`config.mk`:
```
export PLATFORM = sky130hd
export DESIGN_NAME = irq_entry_seq
export DESIGN_NICKNAME = d
export VERILOG_FILES = /design/src/rtl/irq_seq_pkg.sv /design/src/rtl/irq_seq_gate.sv /design/src/rtl/irq_seq_vecaddr.sv /design/src/rtl/irq_entry_seq.sv
export SDC_FILE = /design/constraint.sdc
export NUM_CORES = 1
export LEC_CHECK = 0
export BUFFER_PORTS_ARGS = -buffer_cell sky130_fd_sc_hd__buf_2
export CAP_MARGIN = 20
export CORE_AREA = 5 5 108 89
export CTS_CLUSTER_DIAMETER = 120
export CTS_CLUSTER_SIZE = 16
export DETAILED_ROUTE_END_ITERATION = 8
export DIE_AREA = 0 0 113 94
export PLACE_DENSITY = 0.85
export SLEW_MARGIN = 10
export SYNTH_ARGS = -nofsm -noshare
export SYNTH_HDL_FRONTEND = slang
export SYNTH_SLANG_ARGS = --single-unit
```
`constraint.sdc`:
```
create_clock -name clk -period 2.5 [get_ports clk]
set_input_delay 0.25 -clock clk [delete_from_list [all_inputs] [get_ports clk]]
set_output_delay 0.25 -clock clk [all_outputs]
set_load 0.01 [all_outputs]
```
`src/rtl/irq_seq_pkg.sv`:
```
// Shared types for the interrupt entry/return sequencer.
// Assumes a byte-addressed memory with word-sized stack slots.
package irq_seq_pkg;

    localparam int unsigned WORD_BYTES = 2;

    typedef enum logic [2:0] {
        ST_IDLE,
        ST_PUSH_PC,
        ST_PUSH_SR,
        ST_VEC_RD,
        ST_VEC_LD,
        ST_RET_SR,
        ST_RET_PC,
        ST_RET_FIN
    } seq_state_e;

endpackage

```
`src/rtl/irq_seq_gate.sv`:
```
// Decides, at an instruction boundary, whether a return or an entry starts.
// Assumes the caller passes idle=1 only when no sequence is running.
// A return has priority over a request at the same boundary.
module irq_seq_gate (
    input  logic idle,
    input  logic insn_done,
    input  logic reti_strobe,
    input  logic irq_req,
    input  logic gie,
    output logic start_entry,
    output logic start_return
);

    logic boundary;

    // boundary qualification and priority between return and entry
    always_comb begin
        boundary     = idle && insn_done;
        start_return = boundary && reti_strobe;
        start_entry  = boundary && !reti_strobe && irq_req && gie;
    end

endmodule

```
`src/rtl/irq_seq_vecaddr.sv`:
```
// Turns a vector slot number into the byte address of its table entry.
// Assumes one word per slot; higher slots sit at higher addresses.
module irq_seq_vecaddr #(
    parameter int unsigned AW       = 16,
    parameter int unsigned IDX_W    = 5,
    parameter int unsigned VEC_BASE = 'hFF80,
    parameter int unsigned SLOT_B   = 2
) (
    input  logic [IDX_W-1:0] slot,
    output logic [AW-1:0]    addr
);

    localparam logic [AW-1:0] BASE_A = AW'(VEC_BASE);
    localparam logic [AW-1:0] STEP_A = AW'(SLOT_B);

    // base plus slot times word size
    always_comb addr = BASE_A + (AW'(slot) * STEP_A);

endmodule

```
`src/rtl/irq_entry_seq.sv`:
```
// Interrupt entry and return sequencer.
// On entry it pushes the PC and then the status word, clears the status
// (GIE included), releases a dedicated flag, and loads the PC from the
// vector table. On return it pops the status word and then the PC.
// Assumes a synchronous memory whose read data arrives one cycle after
// the request, and AW == DW.
module irq_entry_seq
    import irq_seq_pkg::*;
#(
    parameter int unsigned AW       = 16,
    parameter int unsigned DW       = 16,
    parameter int unsigned IDX_W    = 5,
    parameter int unsigned VEC_BASE = 'hFF80,
    parameter int unsigned GIE_BIT  = 3,
    parameter int unsigned SR_KEEP  = 'h00F0,
    parameter int unsigned PC_RST   = 'h4400,
    parameter int unsigned SP_RST   = 'h2400,
    parameter int unsigned SR_RST   = 'h0000
) (
    input  logic             clk,
    input  logic             rst_n,
    input  logic             insn_done,
    input  logic             reti_strobe,
    input  logic             irq_req,
    input  logic [IDX_W-1:0] irq_idx,
    input  logic             irq_grouped,
    input  logic [AW-1:0]    ret_addr,
    input  logic             sr_wr_en,
    input  logic [DW-1:0]    sr_wr_data,
    output logic             mem_req,
    output logic             mem_we,
    output logic [AW-1:0]    mem_addr,
    output logic [DW-1:0]    mem_wdata,
    input  logic [DW-1:0]    mem_rdata,
    output logic             flag_clr,
    output logic [IDX_W-1:0] flag_clr_idx,
    output logic             busy,
    output logic [AW-1:0]    pc_q,
    output logic [AW-1:0]    sp_q,
    output logic [DW-1:0]    sr_q
);

    localparam logic [AW-1:0] WSTEP  = AW'(WORD_BYTES);
    localparam logic [DW-1:0] KEEP_M = DW'(SR_KEEP) & ~(DW'(1) << GIE_BIT);

    seq_state_e       state_q;
    logic [AW-1:0]    ret_q;
    logic [IDX_W-1:0] idx_q;
    logic             grp_q;
    logic             start_entry;
    logic             start_return;
    logic [AW-1:0]    vec_addr;

    irq_seq_gate gate_i (
        .idle         (state_q == ST_IDLE),
        .insn_done    (insn_done),
        .reti_strobe  (reti_strobe),
        .irq_req      (irq_req),
        .gie          (sr_q[GIE_BIT]),
        .start_entry  (start_entry),
        .start_return (start_return)
    );

    irq_seq_vecaddr #(
        .AW       (AW),
        .IDX_W    (IDX_W),
        .VEC_BASE (VEC_BASE),
        .SLOT_B   (WORD_BYTES)
    ) vec_i (
        .slot (idx_q),
        .addr (vec_addr)
    );

    // sequence state and the architectural registers it owns
    always_ff @(posedge clk) begin
        if (!rst_n) begin
            state_q <= ST_IDLE;
            pc_q    <= AW'(PC_RST);
            sp_q    <= AW'(SP_RST);
            sr_q    <= DW'(SR_RST);
            ret_q   <= '0;
            idx_q   <= '0;
            grp_q   <= 1'b0;
        end else begin
            case (state_q)
                ST_IDLE: begin
                    if (start_return) begin
                        state_q <= ST_RET_SR;
                    end else if (start_entry) begin
                        state_q <= ST_PUSH_PC;
                        ret_q   <= ret_addr;
                        idx_q   <= irq_idx;
                        grp_q   <= irq_grouped;
                    end else if (sr_wr_en) begin
                        sr_q <= sr_wr_data;
                    end
                end
                ST_PUSH_PC: begin
                    sp_q    <= sp_q - WSTEP;
                    state_q <= ST_PUSH_SR;
                end
                ST_PUSH_SR: begin
                    sp_q    <= sp_q - WSTEP;
                    sr_q    <= sr_q & KEEP_M;
                    state_q <= ST_VEC_RD;
                end
                ST_VEC_RD: state_q <= ST_VEC_LD;
                ST_VEC_LD: begin
                    pc_q    <= AW'(mem_rdata);
                    state_q <= ST_IDLE;
                end
                ST_RET_SR: begin
                    sp_q    <= sp_q + WSTEP;
                    state_q <= ST_RET_PC;
                end
                ST_RET_PC: begin
                    sr_q    <= mem_rdata;
                    sp_q    <= sp_q + WSTEP;
                    state_q <= ST_RET_FIN;
                end
                ST_RET_FIN: begin
                    pc_q    <= AW'(mem_rdata);
                    state_q <= ST_IDLE;
                end
                default: state_q <= ST_IDLE;
            endcase
        end
    end

    // memory port, flag release and busy, all decoded from state
    always_comb begin
        mem_req   = 1'b0;
        mem_we    = 1'b0;
        mem_addr  = '0;
        mem_wdata = '0;
        case (state_q)
            ST_PUSH_PC: begin
                mem_req   = 1'b1;
                mem_we    = 1'b1;
                mem_addr  = sp_q - WSTEP;
                mem_wdata = DW'(ret_q);
            end
            ST_PUSH_SR: begin
                mem_req   = 1'b1;
                mem_we    = 1'b1;
                mem_addr  = sp_q - WSTEP;
                mem_wdata = sr_q;
            end
            ST_VEC_RD: begin
                mem_req  = 1'b1;
                mem_addr = vec_addr;
            end
            ST_RET_SR, ST_RET_PC: begin
                mem_req  = 1'b1;
                mem_addr = sp_q;
            end
            default: ;
        endcase
        flag_clr     = (state_q == ST_VEC_RD) && !grp_q;
        flag_clr_idx = idx_q;
        busy         = (state_q != ST_IDLE);
    end

endmodule

```
After elaboration in Yosys (flattened, before gate mapping)
Index checks and enable logic that the tools add are counted.

Add/subtract/negate cells: 3. Equality and inequality tests: 11. Mux-type cells: 12. Bitwise logic cells: 2. Reductions and logical operators: 20.

Operators by type and width (count): one-hot mux 16 bit (3 select lines) (2); one-hot mux 16 bit (2 select lines) (2); two-way mux 16 bit (3); one-hot mux 3 bit (7 select lines) (1); adder 16 x 2 -> 16 bit, second input constant (1); subtractor 16 x 2 -> 16 bit, second input constant (1); == test 3 bit, second input constant (4); adder 8 x 7 -> 9 bit, first input constant (1); == test 3 x 2 -> 1 bit, second input constant (2); logical AND 1 bit (6); two-way mux 3 bit (2); != test 2 bit, second input constant (3); nonzero test 3 bit (2); OR reduction 2 bit (3); AND reduction 5 bit (1); OR reduction 5 bit (1); AND reduction 4 bit (1); nonzero test 2 bit (2); == test 3 x 1 -> 1 bit, second input constant (1); logical NOT 3 bit (1); != test 3 bit, second input constant (1); AND reduction 3 bit (1); logical NOT 1 bit (2); two-way mux 1 bit (2); NOT 1 bit (2).

Register bits: 73. Input port bits: 60. Output and inout port bits: 89. Logic and storage cells: 56.

Longest topological paths before layout
Gate-level depths: netlist of run 1.

Depth in word-level cells: 8. Gate-level depth with buffers: 7. Mapped depth without buffers: 6.

Hierarchy
Synthesis of run 1 repeated with hierarchy kept, for this count alone.

Cells, all modules: 507. Area, all modules: 3917.5 µm².

Modules (own cells, without submodules): irq_entry_seq (instances 1, cells each 486, area an instance 3772.4 µm², sequential area each 1441.4 µm²); irq_seq_vecaddr (instances 1, cells each 18, area an instance 127.6 µm², sequential area each 0.0 µm²); irq_seq_gate (instances 1, cells each 3, area an instance 17.5 µm², sequential area each 0.0 µm²).

Worst setup path before layout of run 1
No wires, ideal clock.

Kind: reg-to-output. Start: register sp_q[1]. End: output port mem_addr[15]. Arrival time: 1.880 ns. Required time: 2.250 ns. Setup slack: 0.370 ns. Stages on the path, launching flop included: 6. Cell sequence: dfxtp_1 inv_1 ha_1 or4b_1 or3_1 a311oi_1.

Word-level cells in the longest chain between the ends: 2.

Ends and longest elaborated chain: start, declared (RTL line irq_entry_seq.sv:39) `output logic [AW-1:0] sp_q,`; start signal, assigned (RTL line irq_entry_seq.sv:79) `sp_q <= AW'(SP_RST);`; start signal, assigned (RTL line irq_entry_seq.sv:99) `sp_q <= sp_q - WSTEP;`; start signal, assigned (RTL line irq_entry_seq.sv:103) `sp_q <= sp_q - WSTEP;`; subtractor 16 x 2 -> 16 bit (RTL line irq_entry_seq.sv:140, irq_entry_seq.sv:146); one-hot mux 16 bit (3 select lines) (RTL line irq_entry_seq.sv:136) `case (state_q)`; end, declared (RTL line irq_entry_seq.sv:32) `output logic [AW-1:0] mem_addr,`.

No other way between the ends.

Worst setup path after layout of run 1
Start: register sp_q[2]. End: output port mem_addr[15].

Same word-level chain as after synthesis.

==> key figures, run 1 <==
Finish
  – Area overhead of the layout relative to synthesis: 28.7%
  – Fraction of final layout cells sized beyond drive strength 1: 0.343
  – Net total in the final layout: roughly 730
  – Area of all placed cells without fillers: 0.00527 mm²

STA
  – Final hold violation count: 0
  – Final cycle utilization of the critical path: 0.992
  – Setup violators final: 0
  – Tightest slew margin relative to the limit: 0.253
  – Time the final worst path needs with I/O delays and setup: 2.48 ns
  – Setup repair after global routing missed its margin: true
  – Final setup skew: 0.00615 ns
  – Total count of max-transition violations in the final report: 0
  – Final-layout worst hold slack: approximately 0.14 ns
  – Slew at the pin closest to its max-slew limit: roughly 1.1 ns
  – Maximum operating frequency: between 400 and 500 MHz

Drt
  – Count of routing violations after the opening detailed-route iteration: approximately 470
  – Final routed wire length divided by cell count: around 18 µm
  – Total detailed-routing wirelength: ~14000 µm
  – Iteration count of the initial detailed-routing pass: 8
  – Routed vias/inst: roughly 6
  – Vias: approximately 4600
  – Residual DRC: 0
  – Antenna Violating Nets Remaining: 0

GRT
  – Via count of the first global-routing pass: between 4000 and 5000
  – Grt ovf: 0
  – Busiest metal layer after global routing: met2
  – Pin count of the biggest net entering global routing: 38
  – Global-route wire length before repair: 21700 µm
  – Initial antenna violation count: 1
  – Met1 capacity usage during global routing: 0.344
  – Total routing usage reported by global routing: 0.254
  – Met2 track demand over resource: 0.398
  – Met3 global-route usage: 0.0650

Hold path
  – Start point of the worst min-delay path: ret_addr[4]
  – Cell depth of the worst hold path: 3
  – Worst hold path endpoint: ret_q[4]
  – Worst hold-check path type: in -> reg

Synthesis
  – Cell taking the most area after synthesis: dfxtp_1
  – Number of instances in the synthesized netlist: between 500 and 600
  – Share of synthesized flip-flops with an asynchronous set or reset: 0
  – Leading post-synthesis cells by cell area: dfxtp_1, nand2_1, a21boi_0
  – Portion of synthesized cell area occupied by the leading cell type: 0.352
  – Synthesis warning total: 0
  – Synth unique cells: 55
  – Primary flip-flop cell chosen by synthesis mapping: dfxtp_1
  – Sequential area share after synthesis: 0.352
  – Average footprint of a synthesized cell: 7.66 µm²
  – Netlist area before placement: ~0.004 mm²
  – Flip-flop and latch count after synthesis: ~70
  – Number of flops mapped to enable cells by yosys: 0

Pwr
  – Leakage power: approximately 0.0024 µW
  – Max VDD drop: 0.316 mV
  – Total power per unit cell area: around 770 mW/mm²

Die
  – Cell Rows: 30
  – Initial core utilization: 0.489
  – Width of the die: roughly 110 µm
  – Total Die Area: ~0.011 mm²
  – Core Area: between 0.008 and 0.009 mm²
  – Number of top-level pins: around 150
  – Die height: about 94 µm

CTS
  – Number of buffers on the longest clock path: 2
  – CTS tree: yes
  – Number of H-tree branching levels: 3
  – Clock Tree Root: clkbuf_8
  – Num CTS Buffers: 9
  – CTS clk-pin slew, worst paths: about 0.08 ns
  – Worst-Skew Late Latency: ~0.35 ns
  – Clock sinks: 72

Worst setup path
  – Launching point of the worst reg2reg path: state_q[0]
  – Reg2Reg Capture Point: pc_q[0]
  – Crit end category: output port
  – Path type of the worst setup path: reg -> out
  – Master of the slowest instance on the critical path: or4b_4
  – Peak per-stage delay on the critical path: about 0.50 ns
  – Depth of the worst register-to-register path: 4
  – Cells traversed along the worst timing path: inv_2, ha_4, or4b_4, or3_1, a311oi_1, buf_2
  – Crit path buf inv count: 2
  – Max FO, Critical Path: 8
  – Critical Path RT: ~2.3 ns
  – Kind of launch point of the worst setup path: flip-flop
  – Category of cells accounting for the largest share of critical-path delay: simple AND/OR/NAND/NOR gates
  – Data arrival time at the worst-slack endpoint: 2.23 ns
  – Reg-to-reg slack, setup: between 0.3 and 0.4 ns

Placed design
  – Quantity of I/O buffers inserted on ports: 146
  – Gpl congestion: 0.965
  – Detailed placer's ending HPWL: 10600 µm
  – Total placed instance area: around 0.0049 mm²

Outcome
  – Outcome: completed

Flow run
  – Max-Cap Viols: 0
-- worst max path at each step --
stage	end	startpoint	slack (ns)	depth (start not counted)
3_3_place_gp	mem_addr[15]	sp_q[1]	0.27	6
2_1_floorplan	mem_addr[15]	sp_q[1]	0.37	5
5_1_grt	mem_addr[15]	sp_q[2]	-0.04	6
3_5_place_dp	mem_addr[15]	sp_q[1]	0.18	6
4_1_cts	mem_addr[15]	sp_q[6]	0.002	5
6_report	mem_addr[15]	sp_q[2]	0.02	6
-- kinds of logic (layout without fill, tap and decap cells) --
group,Yosys count,after routing,synth area share
AOI/OAI and AO/OA,140,140,0.257
other,1,3,0.000917
buffers and inverters,58,197,0.0593
DFF,72,72,0.352
muxes,11,11,0.0275
and+or+nand+nor,241,241,0.278
xor gates and xnor gates,9,9,0.0193
adders and majority gates,2,2,0.00612
-- through the flow --
stage / instances / TNS, ns / worst slack, ns / util / power [µW]
2_1_floorplan: 535 / 0 / 0.370 / - / 2420
3_3_place_gp: 766 / 0 / 0.266 / 0.589 / 2940
3_5_place_dp: 766 / 0 / 0.183 / 0.589 / 2970
4_1_cts: 782 / 0 / 0.00238 / 0.619 / 4020
5_1_grt: 787 / -0.0403 / -0.0355 / 0.629 / 4300
6_report: 787 / 0 / 0.0194 / 0.629 / 4080
-- cell type report --
class	instances	area, µm²
sequential	72	1460
clock inverter	6	92.6
timing repair buffer	174	941
fill	768	3100
inverter	7	32.5
tap	112	140
antenna	1	2.50
multi-input combinational	405	2470
clock buffer	10	128
-- power breakdown --
group	switching [µW]	internal, µW	total [µW]	leakage [µW]
registers	225	1270	1500	0.000590
logic	862	701	1560	0.00167
clock network	454	567	1020	0.000103
-- sequential cells by signal, summed over array words and instances, names as in the netlist --
| register | cells |
|---|---|
| pc_q | 16 |
| ret_q | 16 |
| sr_q | 16 |
| sp_q | 15 |
| flag_clr_idx | 5 |
| state_q | 3 |
| grp_q | 1 |
-- placed cells by master, fill, tap and decap left out, types with 16 or more instances in the layout --
cell type  netlist  final
buf_4            3     28
a22oi_1         16     16
nor2_1          35     35
nand3_1         25     25
buf_2            5    146
nand2_1        117    117
dfxtp_1         72     64
a21boi_0        39     39
a21oi_1         16     16
-- synth_stat cells, drive strengths merged, types with 14 or more instances --
library cell / count
o21a: 15
a21boi: 39
a21oi: 17
o21ai: 14
nor2: 35
nand3: 25
o221a: 15
nand2: 117
clkbuf: 35
buf: 16
a22oi: 16
dfxtp: 72
-- worst min-delay path, stage by stage --
cell	delay [ns]
buf_2	0.09
nand2_1	0.04
a21boi_0	0.06
-- metal layers --
metal / part of all wire / vias to the layer above
met4: 0.018 / 0
met2: 0.45 / 244
met5: 0 / -
li1: - / 2155
met1: 0.44 / 2204
met3: 0.091 / 30
-- repair_timing --
| action | 4_1_cts | 5_1_grt |
|---|---|---|
| pin swaps | 2 | 1 |
| resized for setup | 10 | 13 |
| setup buffers | 0 | 4 |
| hold buffers | 0 | 0 |
| endpoints found under the setup margin | 5 | 7 |
No activity file was read; power rests on OpenSTA's default activity.
==> run 2: changes to the inputs <==
CORE_AREA = 5 5 113 94   (was 5 5 108 89)
DIE_AREA = 0 0 118 99   (was 0 0 113 94)
PLACE_DENSITY = 0.81   (was 0.85)
clock period = 2.1 ns   (was 2.5 ns; I/O delays follow)
==> key figures, run 2 (synthesized netlist as in run 1, its figures left out) <==
Outcome
  – Outcome: finished, violations left
  – Violations in the final reports: negative setup slack

Die
  – Total Die Area: between 0.01 and 0.015 mm²
  – Die height: 99 µm
  – Width of the die: 118 µm
  – Number of top-level pins: 149
  – Core Area: ~0.0094 mm²
  – Initial core utilization: 0.437
  – Cell Rows: 32

Worst setup path
  – Launching point of the worst reg2reg path: sp_q[2]
  – Startpoint of the most critical setup path: sp_q[1]
  – Critical Path RT: ~1.9 ns
  – Max FO, Critical Path: 5
  – Path type of the worst setup path: reg -> out
  – Reg-to-reg slack, setup: 0.08 ns
  – Data arrival time at the worst-slack endpoint: between 2 and 2.5 ns
  – Crit end category: output port
  – Kind of launch point of the worst setup path: flip-flop

Pwr
  – Flop pwr share: 0.296
  – Internal power of the cells: 3700 µW
  – Switching part of the total power: 0.360
  – Net switching component of the power: just over 2000 µW
  – Total power per unit cell area: 1000 mW/mm²
  – Leakage power: about 0.0026 µW
  – Max VDD drop: just over 0.6 mV
  – Combinational cell fraction of total power: 0.417
  – Share of power burned in the clock network: 0.287

CTS
  – CTS tree: yes
  – Number of H-tree branching levels: 3
  – Count of hold buffers inserted by post-cts repair: 0
  – Number of buffers on the longest clock path: 2
  – Num CTS Buffers: 9
  – Worst-Skew Late Latency: around 0.33 ns
  – CTS clk-pin slew, worst paths: ~0.06 ns
  – Clock Tree Root: clkbuf_16
  – Clock sinks: 72

Hold path
  – Worst hold-check path type: in -> reg
  – Start point of the worst min-delay path: irq_idx[1]

Drt
  – Final routed wire length divided by cell count: 18.6 µm
  – Routed vias/inst: 5.69
  – Total detailed-routing wirelength: 15300 µm
  – Residual DRC: 0
  – Antenna Violating Nets Remaining: 0
  – Vias: ~4700
  – Iteration count of the initial detailed-routing pass: 5
  – Count of routing violations after the opening detailed-route iteration: around 410

STA
  – Setup violators final: 9
  – Worst setup slack after layout: -0.227 ns
  – Final setup skew: between 0.007 and 0.008 ns
  – Maximum operating frequency: between 400 and 500 MHz
  – Sum Neg Setup Slack: -1.20 ns
  – Final cycle utilization of the critical path: 1.11
  – Slew at the pin closest to its max-slew limit: slightly below 0.6 ns
  – Time the final worst path needs with I/O delays and setup: between 2 and 2.5 ns
  – Setup repair after global routing missed its margin: true
  – Tightest slew margin relative to the limit: 0.604
  – Total count of max-transition violations in the final report: 0
  – Final hold violation count: 0
  – Final-layout worst hold slack: 0.124 ns

GRT
  – Grt ovf: 0
  – Via count of the first global-routing pass: 4401
  – Pin count of the biggest net entering global routing: slightly above 80
  – Initial antenna violation count: 0
  – Global-route wire length before repair: around 24000 µm
  – Total routing usage reported by global routing: 0.249

Flow run
  – Max-Cap Viols: 0

Finish
  – Commonest cells after routing, fill and taps aside: buf_2, nand2_1, dfxtp_1
  – Filler Cells Inserted: between 800 and 900
  – Leading registers by flop count: pc_q (16), ret_q (16), sr_q (16)
  – Fraction of final layout cells sized beyond drive strength 1: 0.400
  – Commonest non-fill, non-tap cell in the layout: buf_2
  – Utilization after layout: 0.616
  – Antenna diodes: 0
  – Net total in the final layout: between 700 and 800
  – Area overhead of the layout relative to synthesis: 41.0%

Placed design
  – Detailed placer's ending HPWL: ~11000 µm
  – Worst slack at placement: -0.0603 ns
  – Quantity of I/O buffers inserted on ports: between 100 and 150
  – Gpl congestion: approximately 0.90
## run 2: layout make-up
cell class              count  area, µm²  share of cell area
clock inverters             6       91.3              0.0158
multi-input cells         405       2600               0.450
repair buffers            205       1210               0.210
inverters                   7       27.5             0.00477
well taps                 119        149              0.0258
flip-flops and latches     72       1460               0.254
clock buffers              10        229              0.0397
## run 2: critical path, stage by stage, from the launching register on
cell      delay [ns]
dfxtp_2         0.32
inv_2           0.07
ha_4            0.15
or4b_4          0.50
or3_1           0.33
a311oi_1        0.24
buf_2           0.17
## run 2: power groups by stage
stage	clock [µW]	sequential, µW	combinational [µW]
after floorplan	0	1690	1200
after global placement	0	1680	1950
after detailed placement	0	1690	1980
after CTS	1670	1680	2220
after global routing	1740	1730	2600
final	1660	1710	2410
## run 2: repair_timing
action | in CTS | in global routing
gates resized for setup | 24 | 32
buffers inserted | 6 | 6
setup endpoints to repair | 14 | 37
pin swaps | 10 | 15
cloned | 0 | 0
## run 2: worst paths after layout
check | cells past startpoint | end
setup / recovery | 6 | mem_addr[15]
hold / removal | 3 | flag_clr_idx[1]
setup reg to reg | 6 | sp_q[10]
hold reg to reg | 2 | pc_q[2]
## run 2: per-layer routing
layer	track usage	wire, µm
met5	0	0
met2	0.397	7070
met1	0.347	6860
met3	0.0608	1200
met4	0.0450	187
## run 2: stage by stage
stage / total power [µW] / cell area [µm²] / std cells
CTS: 5570 / 5590 / 817
detailed placement: 3670 / 5120 / 795
global placement: 3640 / 5120 / 795
floorplan: 2890 / 4100 / 535
finish: 5780 / 5770 / 824
global route: 6070 / 5770 / 824
==> run 3: changes to the inputs <==
BUFFER_PORTS_ARGS = unset   (was -buffer_cell sky130_fd_sc_hd__buf_2)
CORE_AREA = 5 5 137 113   (was 5 5 113 94)
DIE_AREA = 0 0 142 118   (was 0 0 118 99)
DONT_BUFFER_PORTS = 1   (was unset)
PLACE_DENSITY = 0.51   (was 0.81)
==> key figures, run 3 (synthesized netlist as in run 1, its figures left out) <==
Outcome
  – Outcome: finished, violations left
  – Violations in the final reports: negative setup slack

Placed design
  – Gpl congestion: about 0.91
  – Total placed cells including tap cells: around 730
  – Quantity of I/O buffers inserted on ports: 0
  – Detailed placer's ending HPWL: 11700 µm

Finish
  – Commonest non-fill, non-tap cell in the layout: nand2_1
  – Net total in the final layout: approximately 630
  – Commonest cells after routing, fill and taps aside: nand2_1, dfxtp_1, buf_4
  – Area overhead of the layout relative to synthesis: 26.4%
  – Antenna diodes: 0
  – Filler Cells Inserted: between 1000 and 1500
  – Leading registers by flop count: pc_q (16), ret_q (16), sr_q (16)
  – Non-filler cells in the finished layout: 758
  – Fraction of final layout cells sized beyond drive strength 1: 0.230

Worst setup path
  – Launching point of the worst reg2reg path: sp_q[2]
  – Data arrival time at the worst-slack endpoint: 2.10 ns
  – Startpoint of the most critical setup path: sp_q[2]
  – Reg2Reg Capture Point: sp_q[7]
  – Depth of the worst register-to-register path: 7
  – Path type of the worst setup path: reg -> out
  – Kind of launch point of the worst setup path: flip-flop
  – Crit end category: output port
  – Reg-to-reg slack, setup: 0.12 ns
  – Critical Path RT: between 1.5 and 2 ns
  – Max FO, Critical Path: 4
  – Critical Path Sink: mem_addr[15]

CTS
  – Num CTS Buffers: 9
  – CTS tree: yes
  – Clock sinks: between 70 and 80
  – Number of buffers on the longest clock path: 2
  – CTS clk-pin slew, worst paths: 0.06 ns
  – Clock Tree Root: clkbuf_16
  – Worst-Skew Late Latency: ~0.34 ns
  – Number of H-tree branching levels: 3

Die
  – Number of top-level pins: around 150
  – Core Area: 0.0140 mm²
  – Total Die Area: 0.0168 mm²
  – Cell Rows: 39
  – Initial core utilization: 0.293
  – Die height: between 100 and 150 µm
  – Width of the die: between 100 and 150 µm

Drt
  – Antenna Violating Nets Remaining: 0
  – Count of routing violations after the opening detailed-route iteration: ~290
  – Residual DRC: 0
  – Iteration count of the initial detailed-routing pass: 5
  – Total detailed-routing wirelength: approximately 16000 µm
  – Routed vias/inst: between 5 and 6
  – Final routed wire length divided by cell count: approximately 21 µm
  – Vias: between 4000 and 5000

Pwr
  – Total power per unit cell area: ~1100 mW/mm²
  – Leakage power: about 0.002 µW
  – Max VDD drop: 0.424 mV
  – Overall power consumption: 5490 µW

STA
  – Final cycle utilization of the critical path: 1.10
  – Time the final worst path needs with I/O delays and setup: 2.31 ns
  – Slew at the pin closest to its max-slew limit: between 0.5 and 0.6 ns
  – Setup violators final: 9
  – Tightest slew margin relative to the limit: 0.604
  – Maximum operating frequency: 432 MHz
  – Worst setup slack after layout: -0.214 ns
  – Total count of max-transition violations in the final report: 0
  – Final hold violation count: 0
  – Final setup skew: roughly 0.006 ns
  – Setup repair after global routing missed its margin: true

GRT
  – Total routing usage reported by global routing: 0.189
  – Initial antenna violation count: 0
  – Via count of the first global-routing pass: approximately 4000
  – Pin count of the biggest net entering global routing: 79
  – Grt ovf: 0
  – Global-route wire length before repair: about 24000 µm

Flow run
  – Max-Cap Viols: 0

Hold path
  – Worst hold-check path type: in -> reg
==> run 3: changes by cell type in the layout (fill, tap and decap cells not counted), moves of 3 or more <==
| cell | delta |
|---|---|
| buf_2 | -146 |
| buf_4 | +10 |
| dlygate4sd3_1 | +7 |
| a221oi_1 | +3 |
| a221oi_2 | -3 |
| dfxtp_1 | +3 |
| dfxtp_4 | -3 |
==> run 3: area by class of cell <==
cell class / instances / area [µm²] / area share
Tap cell: 184 / 230 / 0.0445
Clock buffer: 11 / 243 / 0.0469
Sequential cell: 72 / 1450 / 0.281
Inverter: 7 / 26.3 / 0.00508
Timing Repair Buffer: 74 / 606 / 0.117
Multi-Input combinational cell: 405 / 2530 / 0.490
Clock inverter: 5 / 80.1 / 0.0155
==> run 3: worst max-delay path, cell delays in order, from the launching register on <==
cell      delay (ns)
dfxtp_2         0.32
inv_2           0.06
ha_4            0.15
or4b_4          0.50
or3_1           0.32
a311oi_1        0.25
buf_4           0.16
==> run 3: where the power goes <==
group | switching, µW | total, µW | internal (µW)
Combinational | 1130 | 2100 | 964
Sequential | 210 | 1720 | 1510
Clock | 596 | 1670 | 1070
Total | 1940 | 5490 | 3550
==> run 3: how the worst min path moves through the flow <==
stage | startpoint | to | slack (ns) | depth (start not counted)
2_1_floorplan | mem_rdata[10] | pc_q[10] | 0.33 | 2
3_3_place_gp | rst_n | pc_q[14] | 0.29 | 1
3_5_place_dp | rst_n | pc_q[14] | 0.30 | 1
4_1_cts | irq_grouped | grp_q | 0.0009 | 2
5_1_grt | mem_rdata[9] | pc_q[9] | 0.004 | 2
6_report | irq_grouped | grp_q | 0.01 | 2
==> run 3: per-stage QoR <==
| step | area [µm²] | TNS (ns) | hold WS (ns) | utilization | worst slack, ns |
|---|---|---|---|---|---|
| 2_1_floorplan | 4100 | 0 | 0.334 | - | 0.00973 |
| 3_3_place_gp | 4560 | -0.0469 | 0.290 | 0.327 | -0.0469 |
| 3_5_place_dp | 4560 | -0.0815 | 0.298 | 0.327 | -0.0657 |
| 4_1_cts | 5110 | -1.22 | 0.000914 | 0.366 | -0.240 |
| 5_1_grt | 5170 | -2.29 | 0.00398 | 0.371 | -0.316 |
| 6_report | 5170 | -1.11 | 0.0113 | 0.371 | -0.214 |
==> run 3: layer usage <==
| metal | GRT usage | wire length [µm] | vias to the layer above |
|---|---|---|---|
| met5 | 0 | 0 | - |
| met4 | 0.0456 | 182 | 0 |
| met3 | 0.0755 | 1630 | 10 |
| met2 | 0.274 | 6780 | 157 |
| met1 | 0.260 | 7300 | 1932 |
| li1 | - | - | 1954 |
==> run 3: repair_timing <==
item | in CTS | in global routing
buffers inserted | 8 | 2
pin swaps | 13 | 8
hold endpoints to repair | 7 | 0
hold buffers | 7 | 0
endpoints found under the setup margin | 12 | 30
gates resized for setup | 21 | 13
